$ cat src/rtl/ctrl_decode.sv
module ctrl_decode (
  input  logic [5:0] opcode,
  input  logic [5:0] funct,
  output logic       dst_is_rd,
  output logic       opb_is_imm,
  output logic       wb_from_mem,
  output logic       rf_we,
  output logic       dmem_we,
  output logic       br_sel,
  output logic       jmp_sel,
  output logic       imm_sext,
  output logic [1:0] alu_op,
  output logic       illegal
);
  localparam logic [5:0] OP_REG  = 6'b000000;
  localparam logic [5:0] OP_ORI  = 6'b001101;
  localparam logic [5:0] OP_LD   = 6'b100011;
  localparam logic [5:0] OP_ST   = 6'b101011;
  localparam logic [5:0] OP_BEQ  = 6'b000100;
  localparam logic [5:0] OP_JMP  = 6'b000010;
  localparam logic [5:0] FN_ADD  = 6'b100000;
  localparam logic [5:0] FN_SUB  = 6'b100010;

  logic is_reg, hit_add, hit_sub, hit_ori, hit_ld, hit_st, hit_beq, hit_jmp;

  assign is_reg  = (opcode == OP_REG);
  assign hit_add = is_reg && (funct == FN_ADD);
  assign hit_sub = is_reg && (funct == FN_SUB);
  assign hit_ori = (opcode == OP_ORI);
  assign hit_ld  = (opcode == OP_LD);
  assign hit_st  = (opcode == OP_ST);
  assign hit_beq = (opcode == OP_BEQ);
  assign hit_jmp = (opcode == OP_JMP);

  assign dst_is_rd   = hit_add | hit_sub;
  assign opb_is_imm  = hit_ori | hit_ld | hit_st;
  assign wb_from_mem = hit_ld;
  assign rf_we       = hit_add | hit_sub | hit_ori | hit_ld;
  assign dmem_we     = hit_st;
  assign br_sel      = hit_beq;
  assign jmp_sel     = hit_jmp;
  assign imm_sext    = hit_ld | hit_st;
  assign alu_op[0]   = hit_sub | hit_beq;
  assign alu_op[1]   = hit_ori;
  assign illegal     = ~(hit_add | hit_sub | hit_ori | hit_ld | hit_st | hit_beq | hit_jmp);
endmodule

$ cat config.mk
export PLATFORM = sky130hd
export DESIGN_NAME = ctrl_decode
export DESIGN_NICKNAME = d
export VERILOG_FILES = /design/src/rtl/ctrl_decode.sv
export SDC_FILE = /design/constraint.sdc
export NUM_CORES = 1
export LEC_CHECK = 0
export BUFFER_PORTS_ARGS = -buffer_cell sky130_fd_sc_hd__buf_2
export CAP_MARGIN = 20
export CORE_AREA = 10 10 47 49
export DETAILED_ROUTE_END_ITERATION = 16
export DIE_AREA = 0 0 57 59
export REMOVE_ABC_BUFFERS = 1
export SYNTH_ARGS = -nofsm -noshare
export SYNTH_HDL_FRONTEND = slang
export SYNTH_SLANG_ARGS = --single-unit
$ cat constraint.sdc
create_clock -name vclk -period 2
set_input_delay 0.2 -clock vclk [all_inputs]
set_output_delay 0.2 -clock vclk [all_outputs]
set_load 0.05 [all_outputs]
# [Word-level counts from Yosys, hierarchy flattened]
# Cells that the tools add are included.
[classes] reduce_logical=3 bitwise_logic=11 eq_ne=7
[ops] op="== test 6 bit (second input constant)" n=4
[ops] op="bitwise OR 1 bit" n=10
[ops] op="== test 6 x 2 -> 1 bit (second input constant)" n=1
[ops] op="== test 6 x 3 -> 1 bit (second input constant)" n=1
[ops] op="== test 6 x 4 -> 1 bit (second input constant)" n=1
[ops] op="logical NOT 6 bit" n=1
[ops] op="logical AND 1 bit" n=2
[ops] op="NOT 1 bit" n=1
[totals] in_bits=12 out_inout_bits=11 ff_bits=0

# [Longest topological paths before layout]
# Gate-level depths: netlist of the first run.
[depth] word_depth=9 mapped_depth=4

# [Least setup slack after synthesis of the first run]
# Ideal clock, no wire load.
[synth_path] path_type="input -> output" startpoint="in opcode[0]" endpoint="out jmp_sel" n_path_buf=0 t_arrival_ns=1.696 required_time_ns=1.800 setup_slack_ns=0.104 stages=3 cell_sequence="nor3_2 -> nand2b_1 -> nor3b_1"
[synth_between] elab_chain_cells=1
[synth_lines] item="start: declaration" line_no="2" rtl="input logic [5:0] opcode,"
[synth_lines] item="== test 6 x 2 -> 1 bit" line_no="33" rtl="assign hit_jmp = (opcode == OP_JMP);"
[synth_lines] item="end: declaration" line_no="10" rtl="output logic jmp_sel,"
# No other way between the ends.

# [Worst setup path in the final report of the first run]
[layout_path] startpoint="in opcode[0]" endpoint="out illegal"
[layout_between] elab_chain_cells=9 word_cells_on_any_way=15
[layout_lines] item="logical NOT 6 bit" line_no="26" rtl="assign is_reg = (opcode == OP_REG);"
[layout_lines] item="logical AND 1 bit (on tied branches)" line_no="27, 28"
[layout_lines] item="bitwise OR 1 bit (5 in series)" line_no="45" rtl="assign illegal = ~(hit_add | hit_sub | hit_ori | hit_ld | hit_st | hit_beq | hit_jmp);"
[layout_lines] item="bitwise OR 1 bit *" line_no="45"
[layout_lines] item="NOT 1 bit *" line_no="45"
[layout_lines] item="end: declaration" line_no="13" rtl="output logic illegal"
# Every way passes the cells marked *; elsewhere a longest branch is shown, timed or not.

==> impl_results.md, run 1 <==
* Status: complete, no violations
* Initial Utilization at between 10% and 20%
* Filler cells at 181
* Endpoints failing setup at 0
* Area growth syn-to-layout at 68.0%
* Crit path cell chain: buf_2, nor3_2, nand2b_1, o221a_1, buf_2
* Max FO, Critical Path at 6
* Max-Cap Viols at 0
* Area of the core at 1400 µm²
* Setup crit start: opcode[0]
* Routed WL at about 840 µm
* Seq/Total Area, Yosys at 0%
* Antenna violations before repair at 0
* Seq cells at 0
* CP top delay family: simple AND/OR/NAND/NOR gates
* GPL Wtd Cong at around 0.6
* Most frequent CP cell: buf_2
* Post-DR wirelength/cell at about 13 µm
* RSZ-0062 raised after global routing: no
* Drt first pass iters at 1
* Fmax at 719 MHz
* Power Density at 160 nW/µm²
* Die ar. at 3360 µm²
* Cell row count at 14
* Critical path class: input pin to primary output
* First-pass GRT wire length at 1.35 mm
* Post-CTS Hold Fix Bufs at 0
* Final Total Pwr at 0.0503 mW
* Vias in the first global route at approximately 320
* Setup_tns at 0 ps
* Leak at 0.181 nW
* Worst setup SP type: input pin
* Max IR drop VDD at ~39 µV
* Syn Inst Count at 27
* Initial DRC count at 0
* WP data arrival at 1190 ps
* Distinct cells, synth at 20
* Final Hold Vio Count at 0
* # DRC at 0
* Antenna fix cells at 0
* Min-delay src: opcode[3]
* Mapped Area at 188 µm²
* Top cells by area, synth: nor4b_4, nor2_1, inv_1, nand2_1, o221a_1
* FF+latch area at 0 µm²
* CP bufs+invs at 2
* Overall Global Routing Usage at 4.62%
* Crit path time final at 1390 ps
* Final count of pins violating max slew at 0
* Nets at 63
* Relative slew slack at 84.2%
* Port bufs at 23
* Synth top area share at approximately 13%
* Worst-Margin Slew at between 200 and 250 ps
* CP required at 1800 ps
* Largest net degree at the start of global routing at 7
* Dominant cell type by area after synthesis: nor4b_4
* Syn Area/Cell at 6.95 µm²
* Critical Path Slowest Stage Cell: o221a_1
* Dpl hpwl at 743 µm
* Hold Path Sink: wb_from_mem
* Hold Crit Class: input pin to primary output
* Clock buffer count at 0
* Share of layout cells above drive strength 1 at between 50% and 60%
* Hold path depth at 3
* Die width at 57 µm
* Die Height at 59 µm
* Global route total overflow at 0
* Number of post-CTS setup repair buffers at 0
* Period utilization at 69.6%
* Vias at 279
* CTS-repair resized insts at 0
* Largest stage delay, worst path at roughly 280 ps
* Post-route ant nets at 0
* Yosys warnings at 0
* Ports at 23
* Multi-input gate area at 169 µm²
* Avg Vias per Cell at 4.29
* CP Capture Type: primary output
## tightest hold or removal path, stage by stage
cell and delay, ps:
buf_2 130, nor2_1 50, buf_2 200
## metrics by stage
step	cell area (µm²)	hold slack, ps	setup WS [ps]	util [%]	cells
detailed placement	315	781	589	22.5	65
global route	315	812	520	22.5	65
finish	315	779	609	22.5	65
global placement	315	782	618	22.5	65
floorplan	180	576	104	-	26
CTS	315	783	591	22.5	65
## kinds of logic after synthesis
logic type             count (synthesis)  share of synthesized area, %
AND/OR/NAND/NOR                       18                          67.3
buffers and inverters                  4                          10.0
AO/OA/AOI/OAI                          4                          18.0
XOR/XNOR                               1                          4.67
## power breakdown
| part | total [mW] | leakage, nW | switching [mW] | internal [mW] |
|---|---|---|---|---|
| clock network | 0 | 0 | 0 | 0 |
| registers | 0 | 0 | 0 | 0 |
| logic | 0.0503 | 0.181 | 0.0308 | 0.0195 |
## cells in the mapped netlist (all sizes together)
master  number
o221a        1
inv          3
nand2        3
nand2b       1
or2b         1
nor3         2
a21oi        1
nor4b        1
xor2         1
nor2         4
nor3b        1
buf          1
a32oi        1
o221ai       1
nor2b        2
nand3        2
nor4bb       1
## layout make-up
type,count,share of cell area [%]
multi-input combinational,23,53.6
tap,16,6.35
inverter,3,3.57
timing repair buffer,23,36.5
## per-layer routing
metal / vias up / share of wire, % / track usage (%)
met5: - / 0 / 0
met4: 0 / 0 / 0
met3: 0 / 12 / 2.15
met2: 18 / 40 / 7.13
met1: 120 / 48 / 6.04
li1: 141 / - / -
## how the worst max path moves through the flow
stage	slack, ps	endpoint	depth (start not counted)
CTS	590	jmp_sel	5
finish	610	illegal	5
global route	520	jmp_sel	5
detailed placement	590	jmp_sel	5
global placement	620	rf_we	5
floorplan	100	jmp_sel	3
## layout by cell type (no fill, tap or decap)
cell      instances
buf_2            23
nor2_1            4
nand2_1           3
inv_1             3
nor2b_1           1
nor4bb_1          1
nor2b_2           1
nand3_2           1
or2b_1            1
nor3_2            1
nand2b_1          1
nor4b_4           1
nor3_1            1
nand3_1           1
a21oi_1           1
o221ai_1          1
nor3b_1           1
xor2_1            1
a32oi_1           1
o221a_1           1
No activity file was read; power rests on OpenSTA's default activity.
==> inputs of run 2 (changes only) <==
Settings changed: ABC_AREA set to 1.
Clock period 2 ns to 1.4 ns, I/O delays scaled along.
==> run 2 against run 1 <==
Non-clock buffer count is the same; total power grew 42%; area after synthesis grew 15%; global-route usage shrank 0.61 points; via count grew 17%; sequential share of layout area is the same.
==> impl_results.md, run 2 <==
* Commonest cells post-synth: inv_1, nand2_1, nor2_1, nand3_1, inv_2
* Seq cells at 0
* Dominant cell type by area after synthesis: inv_1
* Post-route ant nets at 0
* Mapped Area at 216 µm²
* Area growth syn-to-layout at 59.0%
* CP top delay family: buffers and inverters
* CP required at 1260 ps
* Most common library cell in the layout ignoring fill and taps: buf_2
* Die width at 57 µm
* Most frequent cell after synthesis: inv_1
* Max FO, Critical Path at 3
* Max-Cap Viols at 0
* Most frequent CP cell: nand2_1
* Relative slew slack at between 80 and 90%
* Worst setup SP type: input pin
* Share of layout cells above drive strength 1 at 42.5%
* Synth top area share at roughly a quarter
* Final Hold Vio Count at 0
* Syn Area/Cell at 4.24 µm²
* Largest net degree at the start of global routing at 5
* Global route total overflow at 0
* Hold Crit Class: input pin to primary output
* Dpl hpwl at 701 µm
* Endpoints failing setup at 0
* First-pass GRT wire length at roughly 1.2 mm
* Vias in the first global route at 309
* Cell row count at 14
* Vias at 326
* Antenna fix cells at 0
* Distinct cells, synth at 10
* Final count of pins violating max slew at 0
* Initial Utilization at ~15%
* Syn Inst Count at 51
* Area of the core at 1400 µm²
* Largest stage delay, worst path at 250 ps
* Seq/Total Area, Yosys at 0%
* Avg Vias per Cell at 3.66
* Routed WL at 727 µm
* Crit path time final at 1150 ps
* Status: complete, no violations
* Multi-input gate area at 138 µm²
* Power Density at 208 nW/µm²
* Post-Place Cells at 89
* Antenna violations before repair at 0
* Critical Path Slowest Stage Cell: buf_2
* FF+latch area at 0 µm²
* CTS-repair resized insts at 0
* Initial DRC count at 0
* Critical path class: input pin to primary output
* Final cell count without fillers at 89
* Top cells by area, synth: inv_1, nand2_1, nor2_1, nand3_1, inv_2
* Max IR drop VDD at 37.0 µV
* Ports at 23
* Post-CTS Hold Fix Bufs at 0
* Leak at 0.307 nW
* Yosys warnings at 0
* Fmax at 866 MHz
* Clock buffer count at 0
* Post-DR wirelength/cell at 8.17 µm
* Die Height at just under 60 µm
* Filler cells at 172
* # DRC at 0
* Die ar. at roughly 3400 µm²
* Drt first pass iters at 1
* CP bufs+invs at 4
* Nets at 87
* Crit path cell chain: buf_2, inv_1, nand2_1, nor2_2, nand3_2, inv_2, nand2_1, nand2_1, buf_2
* Number of post-CTS setup repair buffers at 0
* WP data arrival at 1010 ps
* Area after DPL at between 300 and 400 µm²
* Most frequent cells in the layout: buf_2, inv_1, nand2_1
* Final instance area at about 340 µm²
* Period utilization at approximately 82%
* GPL Wtd Cong at 0.731
* Port bufs at 23
* RSZ-0062 raised after global routing: no
* Worst-Margin Slew at 258 ps
* CP Capture Type: primary output
* Overall Global Routing Usage at under 10%
## run 2: cell types whose count changed after synthesis, sizes merged, moves of 2 or more
cell / previous run / this run
inv: 3 / 19
nand3: 2 / 6
nand2: 3 / 14
nor2: 4 / 10
nor2b: 2 / 0
## run 2: layer usage
metal / wire length [µm] / vias to the layer above / global-route usage [%]
li1: - / 185 / -
met1: 221 / 135 / 3.31
met2: 462 / 6 / 9.46
met3: 44 / 0 / 0.858
met4: 0 / 0 / 0
met5: 0 / - / 0
## run 2: final timing paths
path / start / endpoint / slack (ps) / cells past startpoint
worst max-delay path: opcode[5] / alu_op[0] / 250 / 9
worst min-delay path: funct[1] / alu_op[0] / 660 / 4
## run 2: per-stage QoR
step                power, mW  hold WS, ps  worst slack (ps)  TNS, ps  utilization [%]
floorplan              0.0431          503             -58.8    -58.8                -
global placement       0.0715          663               248        0             24.6
detailed placement     0.0724          666               228        0             24.6
CTS                    0.0726          667               228        0             24.6
global route           0.0810          674               116        0             24.6
finish                 0.0715          662               246        0             24.6
## run 2: report_power, final
group / internal [mW] / total, mW / switching (mW) / leakage (nW)
sequential: 0 / 0 / 0 / 0
combinational: 0.0251 / 0.0715 / 0.0464 / 0.307
clock: 0 / 0 / 0 / 0
total: 0.0251 / 0.0715 / 0.0464 / 0.307
## run 2: cell families after synthesis
group | synth area share [%]
simple gates | 63.6
buf+inv | 36.4
## run 2: area by class of cell
cell class         count  share of cell area (%)
repair buffers        23                    33.5
multi-input cells     31                    40.0
well taps             16                    5.82
inverters             19                    20.7
==> inputs of run 3 (changes only) <==
Settings changed: ABC_AREA 1 to 0.
Clock period 1.4 ns to 1.15 ns, I/O delays scaled along.
==> run 3 against run 2 <==
Via count is 9.2% lower; core utilization increased by 9.0 points; wire length rose by 28%; the run now ends with setup timing left; critical path type unchanged; first-iteration DRC count grew 1; sequential cell count unchanged; hold slack got worse by 56 ps; final cell count shrank 22%; total power grew 83%; largest cell class unchanged; die area unchanged; global-route usage up 0.20 points; highest routed layer unchanged; critical path depth is 3 lower; combinational power is 83% higher.
==> impl_results.md, run 3 (same netlist as run 1, synthesis figures left out) <==
* Switching share of total power at 51.6%
* Cell row count at 14
* Initial DRC count at 1
* Int Power at approximately 0.063 mW
* Worst setup SP type: input pin
* Area after DPL at 338 µm²
* Drt first pass iters at 3
* Crit path time final at 1170 ps
* Net Sw Power at 0.0676 mW
* Vias in the first global route at 306
* Antenna fix cells at 0
* Port bufs at 23
* Initial Utilization at 13.4%
* Endpoints failing setup at 1
* Fmax at around 850 MHz
* First-pass GRT wire length at 1.23 mm
* Most frequent cells in the layout: buf_2, buf_6, buf_4
* Nets at 67
* Max FO, Critical Path at 3
* GRT met1 Usage at roughly 6%
* Status: finished, violations left
* Antenna violations before repair at 0
* CP top delay family: buffers and inverters
* Period utilization at 102%
* CP bufs+invs at 3
* Post-Route Utilization at 33.6%
* Ports at 23
* Area growth syn-to-layout at 151%
* Setup crit start: opcode[3]
* Final Hold Vio Count at 0
* Worst-Margin Slew at 258 ps
* Hold Crit Class: input pin to primary output
* Area of the core at around 1400 µm²
* Met3 GRT Util at 0.429%
* Post-DR wirelength/cell at 13.5 µm
* Global route total overflow at 0
* Die Height at 59 µm
* Avg Vias per Cell at between 4 and 5
* GPL Wtd Cong at 0.650
* Crit path cell chain: buf_6, nor3_4, buf_4, a32oi_2, o221a_1, buf_6
* Most common library cell in the layout ignoring fill and taps: buf_2
* WP data arrival at 1060 ps
* Clock buffer count at 0
* Max-Cap Viols at 0
* Power Density at 278 nW/µm²
* Grt met2 use at between 6 and 7%
* CP required at 1030 ps
* Seq cells at 0
* Logic pwr share at 100.0%
* RSZ-0062 raised after global routing: yes
* Overall Global Routing Usage at 4.22%
* Post-CTS Hold Fix Bufs at 0
* Die width at 57 µm
* Filler cells at 159
* # DRC at 0
* Die ar. at 3360 µm²
* Post-route ant nets at 0
* Worst Slack Setup Final at -24.1 ps
* Final instance area at 470 µm²
* Largest net degree at the start of global routing at 7
* Most frequent CP cell: buf_6
* Failing checks: setup timing
* Min-delay src: funct[1]
* Max IR drop VDD at 133 µV
* Critical Path Slowest Stage Cell: o221a_1
* Clock Power Share at 0%
* Relative slew slack at between 80% and 90%
* Largest stage delay, worst path at 250 ps
* Seq pwr share at 0%
* Leak at 0.241 nW
* Routed WL at slightly above 900 µm
* FF+latch area at 0 µm²
* CP Capture Type: primary output
* Vias at 296
* Share of layout cells above drive strength 1 at approximately 75%
* Critical path class: input pin to primary output
* Final count of pins violating max slew at 0
* Top Usage Layer GRT: met2
## run 3: cell count changes in the layout (fill, tap and decap cells not counted), sizes merged, moves of 2 or more
cell	change
nand3	-4
nor2b	+2
nor2	-6
nand2	-11
clkbuf	+3
inv	-16
## run 3: area by class of cell
type                       count  area [µm²]  share of cell area [%]
inverter                       3        11.3                    2.39
tap                           16        20.0                    4.26
multi-input combinational     23         231                    49.2
timing repair buffer          27         208                    44.1
## run 3: worst paths after layout
check | slack [ps] | depth (start not counted) | end
hold / removal | 610 | 4 | alu_op[0]
setup / recovery | -20 | 6 | illegal
## run 3: stage by stage
stage / TNS, ps / power, mW / hold slack [ps] / instances / setup WS (ps)
after CTS: -66.6 / 0.102 / 621 / 68 / -46.6
final: -24.1 / 0.131 / 606 / 69 / -24.1
after detailed placement: -221 / 0.0933 / 637 / 68 / -89.6
after floorplan: -1350 / 0.0462 / 406 / 26 / -576
after global placement: -145 / 0.0918 / 634 / 68 / -54.7
after global routing: -152 / 0.139 / 633 / 69 / -61.1
## run 3: power groups by stage
stage	Clock (mW)	Sequential [mW]	Combinational [mW]
2_1_floorplan	0	0	0.0462
3_3_place_gp	0	0	0.0918
3_5_place_dp	0	0	0.0933
4_1_cts	0	0	0.102
5_1_grt	0	0	0.139
6_report	0	0	0.131
## run 3: repair_timing
action                     4_1_cts  5_1_grt
setup endpoints to repair        4       11
setup buffers                    0        1
resized for setup                8       26
pin swaps                        2        7
## run 3: tightest hold or removal path: cells and delay by family
kind / cells / cell delay, ps
AOI/OAI and AO/OA: 1 / 50
buffers and inverters: 2 / 230
and+or+nand+nor: 1 / 80
## run 3: metal layers
layer | wire length (µm) | vias to the layer above
met5 | 0 | -
met1 | 421 | 130
li1 | - | 150
met3 | 53 | 0
met2 | 458 | 16
met4 | 0 | 0
